**config.mk**
```make
export PLATFORM = sky130hd
export DESIGN_NAME = pkt_dma_engine
export DESIGN_NICKNAME = d
export VERILOG_FILES = /design/src/rtl/pkt_dma_pkg.sv /design/src/rtl/pkt_dma_desc_decode.sv /design/src/rtl/pkt_dma_next_ptr.sv /design/src/rtl/pkt_dma_engine.sv
export SDC_FILE = /design/constraint.sdc
export NUM_CORES = 1
export LEC_CHECK = 0
export CAP_MARGIN = 15
export CORE_MARGIN = 5
export CORE_UTILIZATION = 45
export CTS_CLUSTER_DIAMETER = 120
export DETAILED_ROUTE_END_ITERATION = 12
export PLACE_DENSITY = 0.7
export SETUP_SLACK_MARGIN = 0.4
export SYNTH_ARGS = -nofsm -noshare
export SYNTH_HDL_FRONTEND = slang
export SYNTH_SLANG_ARGS = --single-unit
```
**constraint.sdc**
```tcl
create_clock -name clk -period 3.55 [get_ports clk]
set_input_delay 1.065 -clock clk [delete_from_list [all_inputs] [get_ports clk]]
set_output_delay 1.065 -clock clk [all_outputs]
set_load 0.005 [all_outputs]
```
**src/rtl/pkt_dma_pkg.sv**
```systemverilog
package pkt_dma_pkg;
    localparam int WORD_W    = 32;
    localparam int OWN_BIT   = 31;
    localparam int ERR_BIT   = 30;
    localparam int DESC_WRDS = 4;

    typedef enum logic [2:0] {
        ST_STOP,
        ST_FETCH,
        ST_DECODE,
        ST_SEG,
        ST_RD,
        ST_OUT,
        ST_WB,
        ST_SUSP
    } dma_state_e;
endpackage

```
**src/rtl/pkt_dma_desc_decode.sv**
```systemverilog
module pkt_dma_desc_decode
    import pkt_dma_pkg::*;
#(
    parameter int LW        = 12,
    parameter int MAX_BYTES = 2048
) (
    input  logic [WORD_W-1:0] ctrl_i,
    output logic              chain_o,
    output logic              eor_o,
    output logic              last_o,
    output logic              first_o,
    output logic [LW-2:0]     beats1_o,
    output logic [LW-2:0]     beats2_o,
    output logic              use_buf2_o,
    output logic              len_err_o,
    output logic [LW:0]       bytes_o
);
    localparam int CHAIN_POS = 2 * LW;
    localparam int EOR_POS   = CHAIN_POS + 1;
    localparam int LAST_POS  = CHAIN_POS + 2;
    localparam int FIRST_POS = CHAIN_POS + 3;
    localparam logic [LW-1:0] MAX_L = LW'(MAX_BYTES);

    logic [LW-1:0] len1, len2;
    logic [LW:0]   sum1, sum2;

    always_comb begin
        len1       = ctrl_i[LW-1:0];
        len2       = ctrl_i[2*LW-1:LW];
        chain_o    = ctrl_i[CHAIN_POS];
        eor_o      = ctrl_i[EOR_POS];
        last_o     = ctrl_i[LAST_POS];
        first_o    = ctrl_i[FIRST_POS];
        sum1       = {1'b0, len1} + (LW+1)'(3);
        sum2       = {1'b0, len2} + (LW+1)'(3);
        beats1_o   = sum1[LW:2];
        beats2_o   = sum2[LW:2];
        use_buf2_o = !chain_o && (beats2_o != '0);
        len_err_o  = (len1 > MAX_L) || (!chain_o && (len2 > MAX_L));
        bytes_o    = {1'b0, len1} + (chain_o ? '0 : {1'b0, len2});
    end
endmodule

```
**src/rtl/pkt_dma_next_ptr.sv**
```systemverilog
module pkt_dma_next_ptr #(
    parameter int AW         = 32,
    parameter int DESC_BYTES = 16
) (
    input  logic [AW-1:0] cur_i,
    input  logic [AW-1:0] base_i,
    input  logic [AW-1:0] link_i,
    input  logic          chain_i,
    input  logic          eor_i,
    output logic [AW-1:0] next_o
);
    localparam int AL = $clog2(DESC_BYTES);

    always_comb begin
        if (chain_i)    next_o = {link_i[AW-1:AL], {AL{1'b0}}};
        else if (eor_i) next_o = {base_i[AW-1:AL], {AL{1'b0}}};
        else            next_o = cur_i + AW'(DESC_BYTES);
    end
endmodule

```
**src/rtl/pkt_dma_engine.sv**
```systemverilog
module pkt_dma_engine
    import pkt_dma_pkg::*;
#(
    parameter int AW        = 32,
    parameter int LW        = 12,
    parameter int MAX_BYTES = 2048
) (
    input  logic              clk,
    input  logic              rst_n,
    input  logic              run_i,
    input  logic              poll_i,
    input  logic [AW-1:0]     base_i,
    input  logic              irq_frame_en_i,
    input  logic              irq_err_en_i,
    output logic              mem_req_o,
    output logic              mem_we_o,
    output logic [AW-1:0]     mem_addr_o,
    output logic [WORD_W-1:0] mem_wdata_o,
    input  logic              mem_ack_i,
    input  logic [WORD_W-1:0] mem_rdata_i,
    output logic              tx_valid_o,
    output logic [WORD_W-1:0] tx_data_o,
    output logic              tx_first_o,
    output logic              tx_last_o,
    input  logic              tx_ready_i,
    output logic              irq_o,
    output logic              stopped_o,
    output logic              suspended_o
);
    localparam int DESC_BYTES = DESC_WRDS * 4;
    localparam int AL         = $clog2(DESC_BYTES);
    localparam int CW         = LW - 1;
    localparam int PAD_W      = ERR_BIT - (LW + 1);

    typedef struct packed {
        dma_state_e        st;
        logic [AW-1:0]     cur;
        logic [1:0]        idx;
        logic [WORD_W-1:0] ctrl;
        logic [WORD_W-1:0] buf1;
        logic [WORD_W-1:0] link;
        logic [1:0]        seg;
        logic [CW-1:0]     cnt;
        logic [AW-1:0]     addr;
        logic [WORD_W-1:0] data;
        logic              sof;
        logic              err;
        logic              irq;
    } regs_t;

    regs_t q, d;

    logic          chain, eor, seg_last, seg_first, use_buf2, len_err;
    logic [CW-1:0] beats1, beats2;
    logic [LW:0]   bytes;
    logic [AW-1:0] next_desc;

    pkt_dma_desc_decode #(.LW(LW), .MAX_BYTES(MAX_BYTES)) u_dec (
        .ctrl_i     (q.ctrl),
        .chain_o    (chain),
        .eor_o      (eor),
        .last_o     (seg_last),
        .first_o    (seg_first),
        .beats1_o   (beats1),
        .beats2_o   (beats2),
        .use_buf2_o (use_buf2),
        .len_err_o  (len_err),
        .bytes_o    (bytes)
    );

    pkt_dma_next_ptr #(.AW(AW), .DESC_BYTES(DESC_BYTES)) u_next (
        .cur_i   (q.cur),
        .base_i  (base_i),
        .link_i  (AW'(q.link)),
        .chain_i (chain),
        .eor_i   (eor),
        .next_o  (next_desc)
    );

    always_comb begin
        d     = q;
        d.irq = 1'b0;
        unique case (q.st)
            ST_STOP: if (run_i) begin
                d.cur = {base_i[AW-1:AL], {AL{1'b0}}};
                d.idx = '0;
                d.st  = ST_FETCH;
            end
            ST_FETCH: if (mem_ack_i) begin
                d.idx = q.idx + 2'd1;
                unique case (q.idx)
                    2'd0: if (!mem_rdata_i[OWN_BIT]) d.st = ST_SUSP;
                    2'd1: d.ctrl = mem_rdata_i;
                    2'd2: d.buf1 = mem_rdata_i;
                    default: begin
                        d.link = mem_rdata_i;
                        d.st   = ST_DECODE;
                    end
                endcase
            end
            ST_DECODE: begin
                d.err = len_err;
                d.sof = seg_first;
                d.seg = 2'd0;
                d.st  = len_err ? ST_WB : ST_SEG;
            end
            ST_SEG: begin
                if (q.seg == 2'd0) begin
                    d.seg = 2'd1;
                    if (beats1 != '0) begin
                        d.addr = AW'(q.buf1);
                        d.cnt  = beats1;
                        d.st   = ST_RD;
                    end
                end else if (use_buf2) begin
                    d.seg  = 2'd2;
                    d.addr = AW'(q.link);
                    d.cnt  = beats2;
                    d.st   = ST_RD;
                end else begin
                    d.st = ST_WB;
                end
            end
            ST_RD: if (mem_ack_i) begin
                d.data = mem_rdata_i;
                d.st   = ST_OUT;
            end
            ST_OUT: if (tx_ready_i) begin
                d.sof  = 1'b0;
                d.cnt  = q.cnt - CW'(1);
                d.addr = q.addr + AW'(4);
                if (q.cnt != CW'(1))     d.st = ST_RD;
                else if (q.seg == 2'd2)  d.st = ST_WB;
                else                     d.st = ST_SEG;
            end
            ST_WB: if (mem_ack_i) begin
                d.irq = q.err ? irq_err_en_i : (seg_last && irq_frame_en_i);
                d.cur = next_desc;
                d.idx = '0;
                d.st  = run_i ? ST_FETCH : ST_STOP;
            end
            ST_SUSP: begin
                if (!run_i) d.st = ST_STOP;
                else if (poll_i) begin
                    d.idx = '0;
                    d.st  = ST_FETCH;
                end
            end
            default: d.st = ST_STOP;
        endcase
    end

    always_ff @(posedge clk or negedge rst_n) begin
        if (!rst_n) begin
            q    <= '0;
            q.st <= ST_STOP;
        end else begin
            q <= d;
        end
    end

    always_comb begin
        mem_req_o   = (q.st == ST_FETCH) || (q.st == ST_RD) || (q.st == ST_WB);
        mem_we_o    = (q.st == ST_WB);
        mem_wdata_o = {1'b0, q.err, {PAD_W{1'b0}}, (q.err ? '0 : bytes)};
        unique case (q.st)
            ST_FETCH: mem_addr_o = {q.cur[AW-1:AL], q.idx, 2'b00};
            ST_WB:    mem_addr_o = q.cur;
            default:  mem_addr_o = q.addr;
        endcase
        tx_valid_o  = (q.st == ST_OUT);
        tx_data_o   = q.data;
        tx_first_o  = (q.st == ST_OUT) && q.sof;
        tx_last_o   = (q.st == ST_OUT) && seg_last && (q.cnt == CW'(1))
                      && ((q.seg == 2'd2) || !use_buf2);
        irq_o       = q.irq;
        stopped_o   = (q.st == ST_STOP);
        suspended_o = (q.st == ST_SUSP);
    end


    stream_hold_chk: assert property (@(posedge clk) disable iff (!rst_n)
        tx_valid_o && !tx_ready_i |=> tx_valid_o && $stable(tx_data_o)
            && $stable(tx_first_o) && $stable(tx_last_o));


    req_hold_chk: assert property (@(posedge clk) disable iff (!rst_n)
        mem_req_o && !mem_ack_i |=> mem_req_o && $stable(mem_addr_o) && $stable(mem_we_o));


    wb_owner_chk: assert property (@(posedge clk) disable iff (!rst_n)
        mem_req_o && mem_we_o |-> !mem_wdata_o[OWN_BIT] && (mem_addr_o[AL-1:0] == '0));


    irq_after_wb_chk: assert property (@(posedge clk) disable iff (!rst_n)
        $rose(irq_o) |-> $past(mem_we_o && mem_ack_i));


    irq_pulse_chk: assert property (@(posedge clk) disable iff (!rst_n)
        irq_o |=> !irq_o);


    stop_quiet_chk: assert property (@(posedge clk) disable iff (!rst_n)
        stopped_o |-> !mem_req_o && !tx_valid_o);


    susp_quiet_chk: assert property (@(posedge clk) disable iff (!rst_n)
        suspended_o |-> !mem_req_o && !tx_valid_o && !stopped_o);
endmodule

```
==> flow_metrics.tcl <==
set metrics [dict create \
    clk_pin_slew_ns 0.06 \
    ir_drop_mv 0.454 \
    routedWlPerCell_um 22.5 \
    dp_slack_ns -0.134 \
    start_util_pct 45.9 \
    ys_ff_latch 205 \
    vias 11406 \
    ys_async_sr_fraction_pct 100 \
    relSlewSlack_pct 47.5 \
    fmax_ghz 0.261 \
    required_ns 2.48 \
    wl_met3_mm 4.49 \
    ys_types 73 \
    gp_congestion 0.941 \
    pwr-share-comb_pct 55.4 \
    holdWs_ns 0.486 \
    viasPerCell 6.20 \
    fin_tns_setup_ns -1.46 \
    timing.rr.start "q[168]$_DFFE_PN0P_" \
    r2r_cells 10 \
    power_frac_seq_pct 28.1 \
    portBuffers 153 \
    cts_root_buf "clkbuf_16" \
    finalClockSkew_ns 0.0172 \
    power.share.clock_pct 16.5 \
    period_share_pct 108 \
    die_x_um 176 \
    highest_layer "met4" \
    firstDrtPassIters 6 \
    place_hpwl_mm 27.1 \
    core_area_um2 27000 \
    setup_ws_ns -0.284 \
    power_density_nw_per_um2 986 \
    r2r-end "q[51]$_DFFE_PN0P_" \
    post-route-min-period_ns 3.83 \
    yosysWarnings 0 \
    cp_slowest_cell "dfrtp_2" \
    crit_chain "buf_6 > nor2b_4 > ha_4 > buf_6 > a211oi_4 > nor2_2 > nand4_1 > a31oi_2 > mux2i_1 > o311ai_2 > buf_2" \
    grt_max_degree 73 \
    syn_to_final_growth_pct 30.6 \
    clock_latency_ns 0.53 \
    ant_nets 0 \
    power_mw 16.0 \
    synthCells 1299 \
    tritoncts "done" \
    routed_wl_mm 41.5 \
    cts_buffer_depth 3 \
    grt-ovfl-total 0 \
    power_switching_mw 6.39 \
    drive_above_1_share_pct 28.1 \
    worst_slew_pin_slew_ns 0.788 \
    cp-startpoint "q[168]$_DFFE_PN0P_" \
    synth_ff_type "dfrtp_1" \
    critPathMaxStageDelay_ns 0.46 \
    track_usage_pct 25.7 \
    synth_area_leader_cell "dfrtp_1" \
    syn-cell-area_um2 12400 \
    hold_buffers 0 \
    post-synth-top-area-fraction_pct 41.4 \
    dieArea_um2 31000 \
    cap_viol_max_count 0 \
    wl_met1_mm 17.0 \
    crit_end "mem_wdata_o[11]" \
    drtIter0Drc 1551 \
    synth_enable_flop_cells 0 \
    drc 0 \
    slew_violations 0 \
    grt_first_pass_wirelength_mm 63.4 \
    violations "setup timing" \
    ys_seq_area_share_pct 41.4 \
    cp_max_fo 5 \
    leakage_nw 7.23 \
    clock_sinks 205 \
    path_common_cell "buf_6" \
    die-height_um 176 \
    avgSynthCellArea_um2 9.55 \
    hold_class "reg -> reg" \
    worstSetupPathType "reg -> out" \
    reg2reg_slack_ns 0.85 \
    grt_pass1_vias 10961 \
    finalNetCount 1577 \
    synthTopCellsByArea "dfrtp_1 41%, mux2_2 14%, a21oi_1 4.2%, nand2_1 4.1%, buf_4 3.1%" \
    p_int_mw 9.59 \
    crit_arrival_ns 2.77 \
    status "complete, but fails checks" \
    h-tree-depth 1 \
    antenna_found_initial 0 \
    route.met2.wl_mm 18.4 \
    switching_share_pct 40.0 \
    antenna_cells 0 \
    num_rows 60 \
    cts_made_buffers 24 \
    setup_viol 9 \
    grt_setup_unrepaired "yes" \
    ios 176 \
    start_kind "flip-flop" \
    cp-end-kind "output pin" \
    hold_viol 0 \
]
[Yosys cell counts, types with 6 or more instances]
library cell / n
dfrtp_1: 205
mux2_2: 154
nand2_1: 137
a21oi_1: 105
nor2_1: 77
o21ai_0: 74
nand3_1: 53
buf_4: 52
clkbuf_1: 45
nor3_1: 25
ha_1: 22
inv_1: 21
xnor2_1: 21
buf_2: 20
nor2b_1: 18
nand4_1: 17
xor2_1: 16
a31oi_1: 15
and3_1: 15
o22ai_1: 13
mux2i_1: 12
o31ai_1: 11
a221oi_1: 10
o22a_1: 10
nand2b_1: 9
o221ai_1: 9
a22o_1: 8
nor4_1: 8
and4_1: 7
o211ai_1: 7
a22oi_1: 6
and2_1: 6
o21a_1: 6
[timing repair]
item / 4_1_cts / 5_1_grt
gates resized for setup: 303 / 59
pin swaps: 26 / 24
setup endpoints to repair: 49 / 45
cloned: 4 / 0
buffers inserted: 41 / 13
[final cells by class]
cell class | count | area, um2
clock buffers | 32 | 682
flip-flops and latches | 205 | 5130
clock inverters | 10 | 154
repair buffers | 266 | 2740
fillers | 2206 | 10800
inverters | 24 | 90.1
multi-input cells | 961 | 6980
well taps | 341 | 427
[metal layers]
| layer | up-vias | track usage, % |
|---|---|---|
| met5 | - | 0 |
| met2 | 645 | 39.5 |
| met4 | 0 | 8.19 |
| met3 | 101 | 6.32 |
| met1 | 5610 | 35.9 |
| li1 | 5050 | - |
[kinds of logic (layout without fill, tap and decap cells)]
family,Yosys count,count (layout),share of synthesized area [%]
compound gates,318,318,16.3
xor+xnor,37,37,2.61
fa+ha+maj,23,23,2.38
buf+inv,150,332,6.56
flops,205,205,41.4
mux,166,166,15.0
other cells,1,18,0.0302
simple gates,399,399,15.9
[power by group through the flow]
| stage | registers (mW) | clock network, mW | logic, mW |
|---|---|---|---|
| CTS | 4.38 | 2.67 | 8.29 |
| finish | 4.48 | 2.64 | 8.85 |
| global route | 4.57 | 2.77 | 9.54 |
| detailed placement | 4.38 | 0 | 7.04 |
| global placement | 4.34 | 0 | 6.91 |
| floorplan | 4.02 | 0 | 4.59 |
[flip-flops by register name (all words and copies together) (netlist names)]
signal,flops
irq_o,1
q,171
mem_wdata_o,1
tx_data_o,32
[metrics by stage]
step	utilization (%)	cells	instance area (um2)
2_1_floorplan	-	1316	12500
3_5_place_dp	52.7	1739	14300
3_3_place_gp	52.7	1739	14300
5_1_grt	59.9	1839	16200
6_report	59.9	1839	16200
4_1_cts	58.8	1826	15900
[cell usage in the layout (no fill, tap or decap), types with 10 or more instances in the layout]
cell / instances
dfrtp_1: 202
nand2_1: 131
mux2_2: 127
clkdlybuf4s50_1: 104
a21oi_1: 101
nor2_1: 73
o21ai_0: 67
buf_6: 64
buf_4: 57
nand3_1: 52
mux2_4: 27
clkbuf_16: 25
nor3_1: 24
inv_1: 20
xnor2_1: 18
conb_1: 18
nand4_1: 17
xor2_1: 16
ha_1: 16
and3_1: 14
a31oi_1: 14
nor2b_1: 13
buf_2: 13
mux2i_1: 12
o31ai_1: 11
buf_12: 11
o22a_1: 10
o22ai_1: 10
a221oi_1: 10
[how the worst min path moves through the flow]
stage	from	endpoint	depth (start not counted)
final	q[36]$_DFFE_PN0P_	q[36]$_DFFE_PN0P_	2
after global routing	q[36]$_DFFE_PN0P_	q[36]$_DFFE_PN0P_	2
after CTS	q[36]$_DFFE_PN0P_	q[36]$_DFFE_PN0P_	2
after detailed placement	q[36]$_DFFE_PN0P_	q[36]$_DFFE_PN0P_	2
after global placement	q[36]$_DFFE_PN0P_	q[36]$_DFFE_PN0P_	2
after floorplan	q[35]$_DFFE_PN0P_	q[35]$_DFFE_PN0P_	2
[worst max-delay path, delay by kind of cell, from the launching register on]
kind	cells	cell delay, ns
flops	1	0.46
compound gates	3	0.47
mux	1	0.28
simple gates	3	0.48
fa+ha+maj	1	0.16
buf+inv	3	0.40
Power figures use the tool's default switching activity.
